### src/rtl/smc_pkg.sv
package smc_pkg;
  localparam int SLOT_W = 3;

  typedef enum logic [1:0] {
    OP_DBL = 2'd0,
    OP_ADD = 2'd1,
    OP_MOV = 2'd2,
    OP_LDI = 2'd3
  } pt_op_e;

  localparam logic [SLOT_W-1:0] SLOT_P1   = 3'd0;
  localparam logic [SLOT_W-1:0] SLOT_P2   = 3'd1;
  localparam logic [SLOT_W-1:0] SLOT_P1X2 = 3'd2;
  localparam logic [SLOT_W-1:0] SLOT_P1X3 = 3'd3;
  localparam logic [SLOT_W-1:0] SLOT_QA   = 3'd4;
  localparam logic [SLOT_W-1:0] SLOT_QB   = 3'd5;

  typedef enum logic [3:0] {
    ST_IDLE,
    ST_PRE_DBL,
    ST_PRE_ADD,
    ST_INIT,
    ST_WIN_DBL0,
    ST_WIN_DBL1,
    ST_WIN_ADD,
    ST_FIN_ADD,
    ST_DONE
  } seq_state_e;

  typedef struct packed {
    pt_op_e            op;
    logic [SLOT_W-1:0] dst;
    logic [SLOT_W-1:0] src_a;
    logic [SLOT_W-1:0] src_b;
  } pt_cmd_t;
endpackage

### src/rtl/smc_digit_src.sv
module smc_digit_src #(
  parameter int SCALAR_W = 255
) (
  input  logic                clk_i,
  input  logic                rst_ni,
  input  logic                load_i,
  input  logic [SCALAR_W-1:0] scalar_i,
  input  logic                shift_i,
  output logic                top_bit_o,
  output logic [1:0]          digit_o,
  output logic                last_win_o
);
  localparam int BODY_W = SCALAR_W - 1;
  localparam int NWIN   = BODY_W / 2;
  localparam int CNT_W  = (NWIN > 1) ? $clog2(NWIN) : 1;

  logic [BODY_W-1:0] body_q;
  logic              top_q;
  logic [CNT_W-1:0]  cnt_q;

  always_ff @(posedge clk_i or negedge rst_ni) begin
    if (!rst_ni) begin
      top_q <= 1'b0;
      cnt_q <= '0;
    end else if (load_i) begin
      top_q <= scalar_i[SCALAR_W-1];
      cnt_q <= CNT_W'(NWIN - 1);
    end else if (shift_i) begin
      cnt_q <= cnt_q - 1'b1;
    end
  end

  // window register: current digit always sits in the top two bits
  generate
    if (BODY_W > 2) begin : g_shift
      always_ff @(posedge clk_i or negedge rst_ni) begin
        if (!rst_ni)      body_q <= '0;
        else if (load_i)  body_q <= scalar_i[BODY_W-1:0];
        else if (shift_i) body_q <= {body_q[BODY_W-3:0], 2'b00};
      end
    end else begin : g_single
      always_ff @(posedge clk_i or negedge rst_ni) begin
        if (!rst_ni)     body_q <= '0;
        else if (load_i) body_q <= scalar_i[BODY_W-1:0];
      end
    end
  endgenerate

  assign top_bit_o  = top_q;
  assign digit_o    = body_q[BODY_W-1 -: 2];
  assign last_win_o = (cnt_q == '0);
endmodule

### src/rtl/smc_cmd_port.sv
module smc_cmd_port (
  input  logic clk_i,
  input  logic rst_ni,
  input  logic req_i,
  input  logic cmd_ready_i,
  input  logic cmd_done_i,
  output logic cmd_valid_o,
  output logic cmp_o
);
  logic pending_q;

  assign cmd_valid_o = req_i && !pending_q;
  assign cmp_o       = pending_q && cmd_done_i;

  always_ff @(posedge clk_i or negedge rst_ni) begin
    if (!rst_ni)                        pending_q <= 1'b0;
    else if (cmd_valid_o && cmd_ready_i) pending_q <= 1'b1;
    else if (cmp_o)                     pending_q <= 1'b0;
  end
endmodule

### src/rtl/smc_acc_slot.sv
module smc_acc_slot
  import smc_pkg::*;
(
  input  logic              clk_i,
  input  logic              rst_ni,
  input  logic              clear_i,
  input  logic              flip_i,
  output logic [SLOT_W-1:0] cur_o,
  output logic [SLOT_W-1:0] nxt_o
);
  logic sel_q;

  always_ff @(posedge clk_i or negedge rst_ni) begin
    if (!rst_ni)      sel_q <= 1'b0;
    else if (clear_i) sel_q <= 1'b0;
    else if (flip_i)  sel_q <= ~sel_q;
  end

  assign cur_o = sel_q ? SLOT_QB : SLOT_QA;
  assign nxt_o = sel_q ? SLOT_QA : SLOT_QB;
endmodule

### src/rtl/smc_cmd_mux.sv
module smc_cmd_mux
  import smc_pkg::*;
(
  input  seq_state_e        state_i,
  input  logic              top_bit_i,
  input  logic [1:0]        digit_i,
  input  logic [SLOT_W-1:0] cur_i,
  input  logic [SLOT_W-1:0] nxt_i,
  output pt_cmd_t           cmd_o
);
  logic [SLOT_W-1:0] mult_slot;

  // digit 1 -> P1, digits 2/3 map onto their own slot numbers
  assign mult_slot = (digit_i == 2'd1) ? SLOT_P1 : SLOT_W'(digit_i);

  always_comb begin
    cmd_o = '{op: OP_DBL, dst: '0, src_a: '0, src_b: '0};
    unique case (state_i)
      ST_PRE_DBL:  cmd_o = '{op: OP_DBL, dst: SLOT_P1X2, src_a: SLOT_P1,   src_b: SLOT_P1};
      ST_PRE_ADD:  cmd_o = '{op: OP_ADD, dst: SLOT_P1X3, src_a: SLOT_P1X2, src_b: SLOT_P1};
      ST_INIT: begin
        if (top_bit_i) cmd_o = '{op: OP_MOV, dst: nxt_i, src_a: SLOT_P1, src_b: SLOT_P1};
        else           cmd_o = '{op: OP_LDI, dst: nxt_i, src_a: '0,      src_b: '0};
      end
      ST_WIN_DBL0,
      ST_WIN_DBL1: cmd_o = '{op: OP_DBL, dst: nxt_i, src_a: cur_i, src_b: cur_i};
      ST_WIN_ADD:  cmd_o = '{op: OP_ADD, dst: nxt_i, src_a: cur_i, src_b: mult_slot};
      ST_FIN_ADD:  cmd_o = '{op: OP_ADD, dst: nxt_i, src_a: cur_i, src_b: SLOT_P2};
      default:     cmd_o = '{op: OP_DBL, dst: '0, src_a: '0, src_b: '0};
    endcase
  end
endmodule

### src/rtl/scalar_mult_seq.sv
module scalar_mult_seq
  import smc_pkg::*;
#(
  parameter int SCALAR_W = 255
) (
  input  logic                clk_i,
  input  logic                rst_ni,
  input  logic                start_i,
  input  logic [SCALAR_W-1:0] scalar_i,
  input  logic                add_p2_i,
  output logic                cmd_valid_o,
  input  logic                cmd_ready_i,
  output logic [1:0]          cmd_op_o,
  output logic [SLOT_W-1:0]   cmd_dst_o,
  output logic [SLOT_W-1:0]   cmd_src_a_o,
  output logic [SLOT_W-1:0]   cmd_src_b_o,
  input  logic                cmd_done_i,
  output logic                busy_o,
  output logic                done_o,
  output logic [SLOT_W-1:0]   result_slot_o
);
  seq_state_e        state_q, state_d;
  logic              add_p2_q;
  logic              load, shift, flip, clear, req, cmp;
  logic              top_bit, last_win;
  logic [1:0]        digit;
  logic [SLOT_W-1:0] cur_slot, nxt_slot;
  pt_cmd_t           cmd;

  smc_digit_src #(.SCALAR_W(SCALAR_W)) u_digits (
    .clk_i      (clk_i),
    .rst_ni     (rst_ni),
    .load_i     (load),
    .scalar_i   (scalar_i),
    .shift_i    (shift),
    .top_bit_o  (top_bit),
    .digit_o    (digit),
    .last_win_o (last_win)
  );

  smc_acc_slot u_acc (
    .clk_i   (clk_i),
    .rst_ni  (rst_ni),
    .clear_i (clear),
    .flip_i  (flip),
    .cur_o   (cur_slot),
    .nxt_o   (nxt_slot)
  );

  smc_cmd_mux u_mux (
    .state_i   (state_q),
    .top_bit_i (top_bit),
    .digit_i   (digit),
    .cur_i     (cur_slot),
    .nxt_i     (nxt_slot),
    .cmd_o     (cmd)
  );

  smc_cmd_port u_port (
    .clk_i       (clk_i),
    .rst_ni      (rst_ni),
    .req_i       (req),
    .cmd_ready_i (cmd_ready_i),
    .cmd_done_i  (cmd_done_i),
    .cmd_valid_o (cmd_valid_o),
    .cmp_o       (cmp)
  );

  assign req = (state_q != ST_IDLE) && (state_q != ST_DONE);

  always_comb begin
    state_d = state_q;
    load    = 1'b0;
    shift   = 1'b0;
    flip    = 1'b0;
    clear   = 1'b0;
    unique case (state_q)
      ST_IDLE: begin
        if (start_i) begin
          load    = 1'b1;
          clear   = 1'b1;
          state_d = ST_PRE_DBL;
        end
      end
      ST_PRE_DBL: if (cmp) state_d = ST_PRE_ADD;
      ST_PRE_ADD: if (cmp) state_d = ST_INIT;
      ST_INIT: begin
        if (cmp) begin
          flip    = 1'b1;
          state_d = ST_WIN_DBL0;
        end
      end
      ST_WIN_DBL0: begin
        if (cmp) begin
          flip    = 1'b1;
          state_d = ST_WIN_DBL1;
        end
      end
      ST_WIN_DBL1, ST_WIN_ADD: begin
        if (cmp) begin
          flip = 1'b1;
          if (state_q == ST_WIN_DBL1 && digit != 2'd0) begin
            state_d = ST_WIN_ADD;
          end else if (last_win) begin
            state_d = add_p2_q ? ST_FIN_ADD : ST_DONE;
          end else begin
            shift   = 1'b1;
            state_d = ST_WIN_DBL0;
          end
        end
      end
      ST_FIN_ADD: begin
        if (cmp) begin
          flip    = 1'b1;
          state_d = ST_DONE;
        end
      end
      ST_DONE: state_d = ST_IDLE;
      default: state_d = ST_IDLE;
    endcase
  end

  always_ff @(posedge clk_i or negedge rst_ni) begin
    if (!rst_ni) begin
      state_q  <= ST_IDLE;
      add_p2_q <= 1'b0;
    end else begin
      state_q <= state_d;
      if (load) add_p2_q <= add_p2_i;
    end
  end

  assign cmd_op_o      = cmd.op;
  assign cmd_dst_o     = cmd.dst;
  assign cmd_src_a_o   = cmd.src_a;
  assign cmd_src_b_o   = cmd.src_b;
  assign busy_o        = (state_q != ST_IDLE);
  assign done_o        = (state_q == ST_DONE);
  assign result_slot_o = cur_slot;
endmodule

### config.mk
export PLATFORM = sky130hd
export DESIGN_NAME = scalar_mult_seq
export DESIGN_NICKNAME = d
export VERILOG_FILES = /design/src/rtl/smc_pkg.sv /design/src/rtl/smc_digit_src.sv /design/src/rtl/smc_cmd_port.sv /design/src/rtl/smc_acc_slot.sv /design/src/rtl/smc_cmd_mux.sv /design/src/rtl/scalar_mult_seq.sv
export SDC_FILE = /design/constraint.sdc
export NUM_CORES = 1
export LEC_CHECK = 0
export BUFFER_PORTS_ARGS = -buffer_cell sky130_fd_sc_hd__buf_2
export CAP_MARGIN = 20
export CORE_UTILIZATION = 54
export DETAILED_ROUTE_END_ITERATION = 12
export GPL_TIMING_DRIVEN = 1
export HOLD_SLACK_MARGIN = 0.15
export PLACE_DENSITY = 0.81
export SYNTH_ARGS = -nofsm -noshare
export SYNTH_HDL_FRONTEND = slang
export SYNTH_SLANG_ARGS = --single-unit
### constraint.sdc
create_clock -name clk_i -period 3 [get_ports clk_i]
set_input_delay 0.45 -clock clk_i [delete_from_list [all_inputs] [get_ports clk_i]]
set_output_delay 0.45 -clock clk_i [all_outputs]
set_load 0.01 [all_outputs]
==> run_results.csv <==
group,metric,value,unit
setup_path,critical_path_buf_inv_count,2,
final_layout,fillerInstances,1704,
sta,setup_viol_count_final,0,
floorplan,initial_core_util,0.5516,
final_layout,mostFrequentLayoutCells,"buf_2, dfrtp_1, and3_1, a221o_1, clkbuf_16",
final_layout,syn_to_final_growth,19.35,%
floorplan,die_area,22960,um2
drt,viasPerCell,6.359,
floorplan,coreArea,21890,um2
synthesis,synthArstFlopShare,1.000,
synthesis,ys_types,46,
power,power_density,817.4,nW/um2
synthesis,ys_warn_count,0,
grt,grt_use_total,0.2501,
clocking,cts-resized-gates,0,
sta,fin_ws,0.4207,ns
power,vdd_drop_max,508.3,uV
synthesis,synth-seq-area-share,0.5575,
synthesis,synth_ff_type,"dfrtp_1",
synthesis,netlist_area,12070,um2
grt,grt_overflow,0,
setup_path,path_delay_family,"compound AO/OA/AOI/OAI gates",
setup_path,start_kind,"flop",
drt,drt_first_pass_iters,7,
power,p_int,0.008124,W
clocking,cts.htree.levels,1,
drt,drc,0,
power,switching_share,0.3103,
final_layout,fin_nets,1469,
sta,tns,0,ns
sta,fin_skew,0.008994,ns
placed_design,hpwl,17780,um
floorplan,die_h,151.5,um
clocking,clk_root_buffer_cell,"clkbuf_16",
setup_path,critPathKind,"flop to flop",
setup_path,worst_path_largest_cell_delay,0.47,ns
final_layout,final_util,0.6583,
placed_design,io_buffers,275,
sta,rsz0062_at_grt,"false",
sta,finalCritPeriodShare,0.8598,
drt,wl_per_cell,19.53,um
synthesis,synthesis.nets,1265,
drt,via_count,9627,
power,power.leakage,8.001,nW
clocking,clk_pin_slew,0.06,ns
floorplan,die_x,151.5,um
flow_run,maxCapViolations,0,
clocking,cts-buffers-inserted,28,
drt,drt_wl_total,29570,um
floorplan,rows,54,
sta,hold_violations,0,
drt,drt_first_iter_violations,771,
placed_design,routabilityCongestion,0.8315,
setup_path,required,3.40,ns
setup_path,path_max_fanout,81,
grt,grt_pass1_vias,9032,
sta,period_minus_slack,2.579,ns
synthesis,synth_edf_count,0,
grt,grt_pass1_wl,45890,um
power,totalPowerFinal,0.01178,W
placed_design,dp_slack,0.4809,ns
setup_path,arrival,2.98,ns
clocking,clock-sinks,269,
floorplan,io_pins,278,
setup_path,r2r_cells,7,
clocking,worstSkewPairLatency,0.53,ns
grt,grt_max_degree,251,
setup_path,path_cells,"inv_1, ha_1, or3b_1, o22ai_2, nor2_4, buf_4, a221o_1",
power,p_switching,0.003655,W
final_layout,layout_commonest_cell,"buf_2",
power,clkPwrFrac,0.291,
sta,tightest_slew,0.8699,ns
synthesis,syn_inst,1003,
clocking,cts_setup_buffers,0,
sta,slew_headroom,0.4200,
final_layout,drive_above_1_share,0.2779,
sta,max_freq,0.3877,GHz
run_status,status,"finished, final reports clean",
power,combPwrFrac,0.253,
setup_path,crit_cells,7,
power,seq_power_share,0.456,
setup_path,critPathSlowestCell,"or3b_1",
worst_hold_path,whs_path_depth,2,
sta,slew_violations,0,
drt,postRouteAntennaNets,0,
synthesis,synth.avg_cell_area,12.04,um2
clocking,cts_max_path_buffers,3,
setup_path,crit_path_end_kind,"flop",
clocking,cts_tree,"built",
grt,antenna_found_initial,6,
synthesis,synth-seq-cells,269,
worst_hold_path,hold_path.class,"input port to flop",
final timing paths:
check	from	endpoint	slack (ns)
setup / recovery	u_digits.cnt_q[0]$_DFFE_PN0P_	u_digits.body_q[218]$_DFFE_PN0P_	0.42
hold / removal	scalar_i[198]	u_digits.body_q[198]$_DFFE_PN0P_	0.17
setup reg to reg	u_digits.cnt_q[0]$_DFFE_PN0P_	u_digits.body_q[218]$_DFFE_PN0P_	0.42
hold reg to reg	u_digits.top_bit_o$_DFFE_PN0P_	u_digits.top_bit_o$_DFFE_PN0P_	0.47
max in group asynchronous	rst_ni	u_digits.body_q[65]$_DFFE_PN0P_	1.67
min in group asynchronous	rst_ni	u_digits.body_q[42]$_DFFE_PN0P_	0.49
kinds of logic after synthesis:
| group | synth area share |
|---|---|
| multiplexers | 0.001762 |
| flip-flops | 0.5575 |
| XOR/XNOR | 0.0007255 |
| buffers and inverters | 0.05161 |
| AND/OR/NAND/NOR | 0.1604 |
| AO/OA/AOI/OAI | 0.2263 |
| adder cells (fa/ha/maj) | 0.001036 |
| other | 0.0006220 |
Yosys cell counts, types with 2 or more instances:
cell      number  area share
dfrtp_1      269        0.56
and3_1       254        0.13
a221o_1      252        0.21
clkbuf_1      61       0.019
buf_2         36       0.015
buf_4         23       0.014
nand2_1       18      0.0056
nor2_1        10      0.0031
inv_1          7      0.0022
nor3_1         7      0.0029
o21ai_0        7      0.0029
a21oi_1        6      0.0025
and2_1         6      0.0031
or3_1          4      0.0021
a311oi_1       3      0.0022
nand3_1        3      0.0012
a31oi_1        2      0.0010
conb_1         2     0.00062
nand2b_1       2      0.0010
nand4_1        2      0.0010
nor2b_1        2      0.0010
o211ai_1       2      0.0012
o31ai_1        2      0.0012
cell type report:
cell class / instances / area [um2] / area share
Antenna cell: 7 / 17.52 / 0.001216
Clock buffer: 42 / 824.5 / 0.05722
Clock inverter: 8 / 90.09 / 0.006252
Inverter: 8 / 30.03 / 0.002084
Multi-Input combinational cell: 605 / 4727 / 0.3280
Sequential cell: 269 / 6731 / 0.4671
Tap cell: 280 / 350.3 / 0.02431
Timing Repair Buffer: 295 / 1639 / 0.1137
flip-flops by register name (all words and copies together) (netlist names):
name                count
u_digits.cnt_q          7
u_digits.body_q       254
u_acc.sel_q             1
state_q                 4
u_digits.top_bit_o      1
u_port.pending_q        1
add_p2_q                1
metal layers:
layer  up-vias  global-route usage  wire length (um)
met5         -                   0                38
met4         6             0.07574               756
met3        67             0.05838              2189
met2       340              0.3797             13600
met1      4785              0.3583             12990
li1       4429                   -                 -
metrics by stage:
stage / cell area, um2 / hold slack, ns / cells
floorplan: 12070 / 0.1544 / 1003
global placement: 13430 / 0.4583 / 1452
detailed placement: 13430 / 0.4633 / 1452
CTS: 14390 / 0.1553 / 1507
global route: 14400 / 0.1595 / 1509
finish: 14410 / 0.1666 / 1514
repair_timing:
action                                  CTS  global route
endpoints found under the hold margin    77             0
hold buffers                              5             0
endpoints found under the setup margin    0             0
worst register-to-register path, cell delays in order (launching register included):
cell	delay, ns
dfrtp_1	0.40
inv_1	0.09
ha_1	0.20
or3b_1	0.47
o22ai_2	0.34
nor2_4	0.09
buf_4	0.36
a221o_1	0.51
power groups by stage:
stage / clock (W) / sequential [W] / combinational, W
2_1_floorplan: 0 / 0.00516 / 0.00239
3_3_place_gp: 0 / 0.00536 / 0.00287
3_5_place_dp: 0 / 0.00536 / 0.00300
4_1_cts: 0.00347 / 0.00535 / 0.00299
5_1_grt: 0.00362 / 0.00548 / 0.00328
6_report: 0.00342 / 0.00537 / 0.00298
Power figures use the tool's default switching activity.
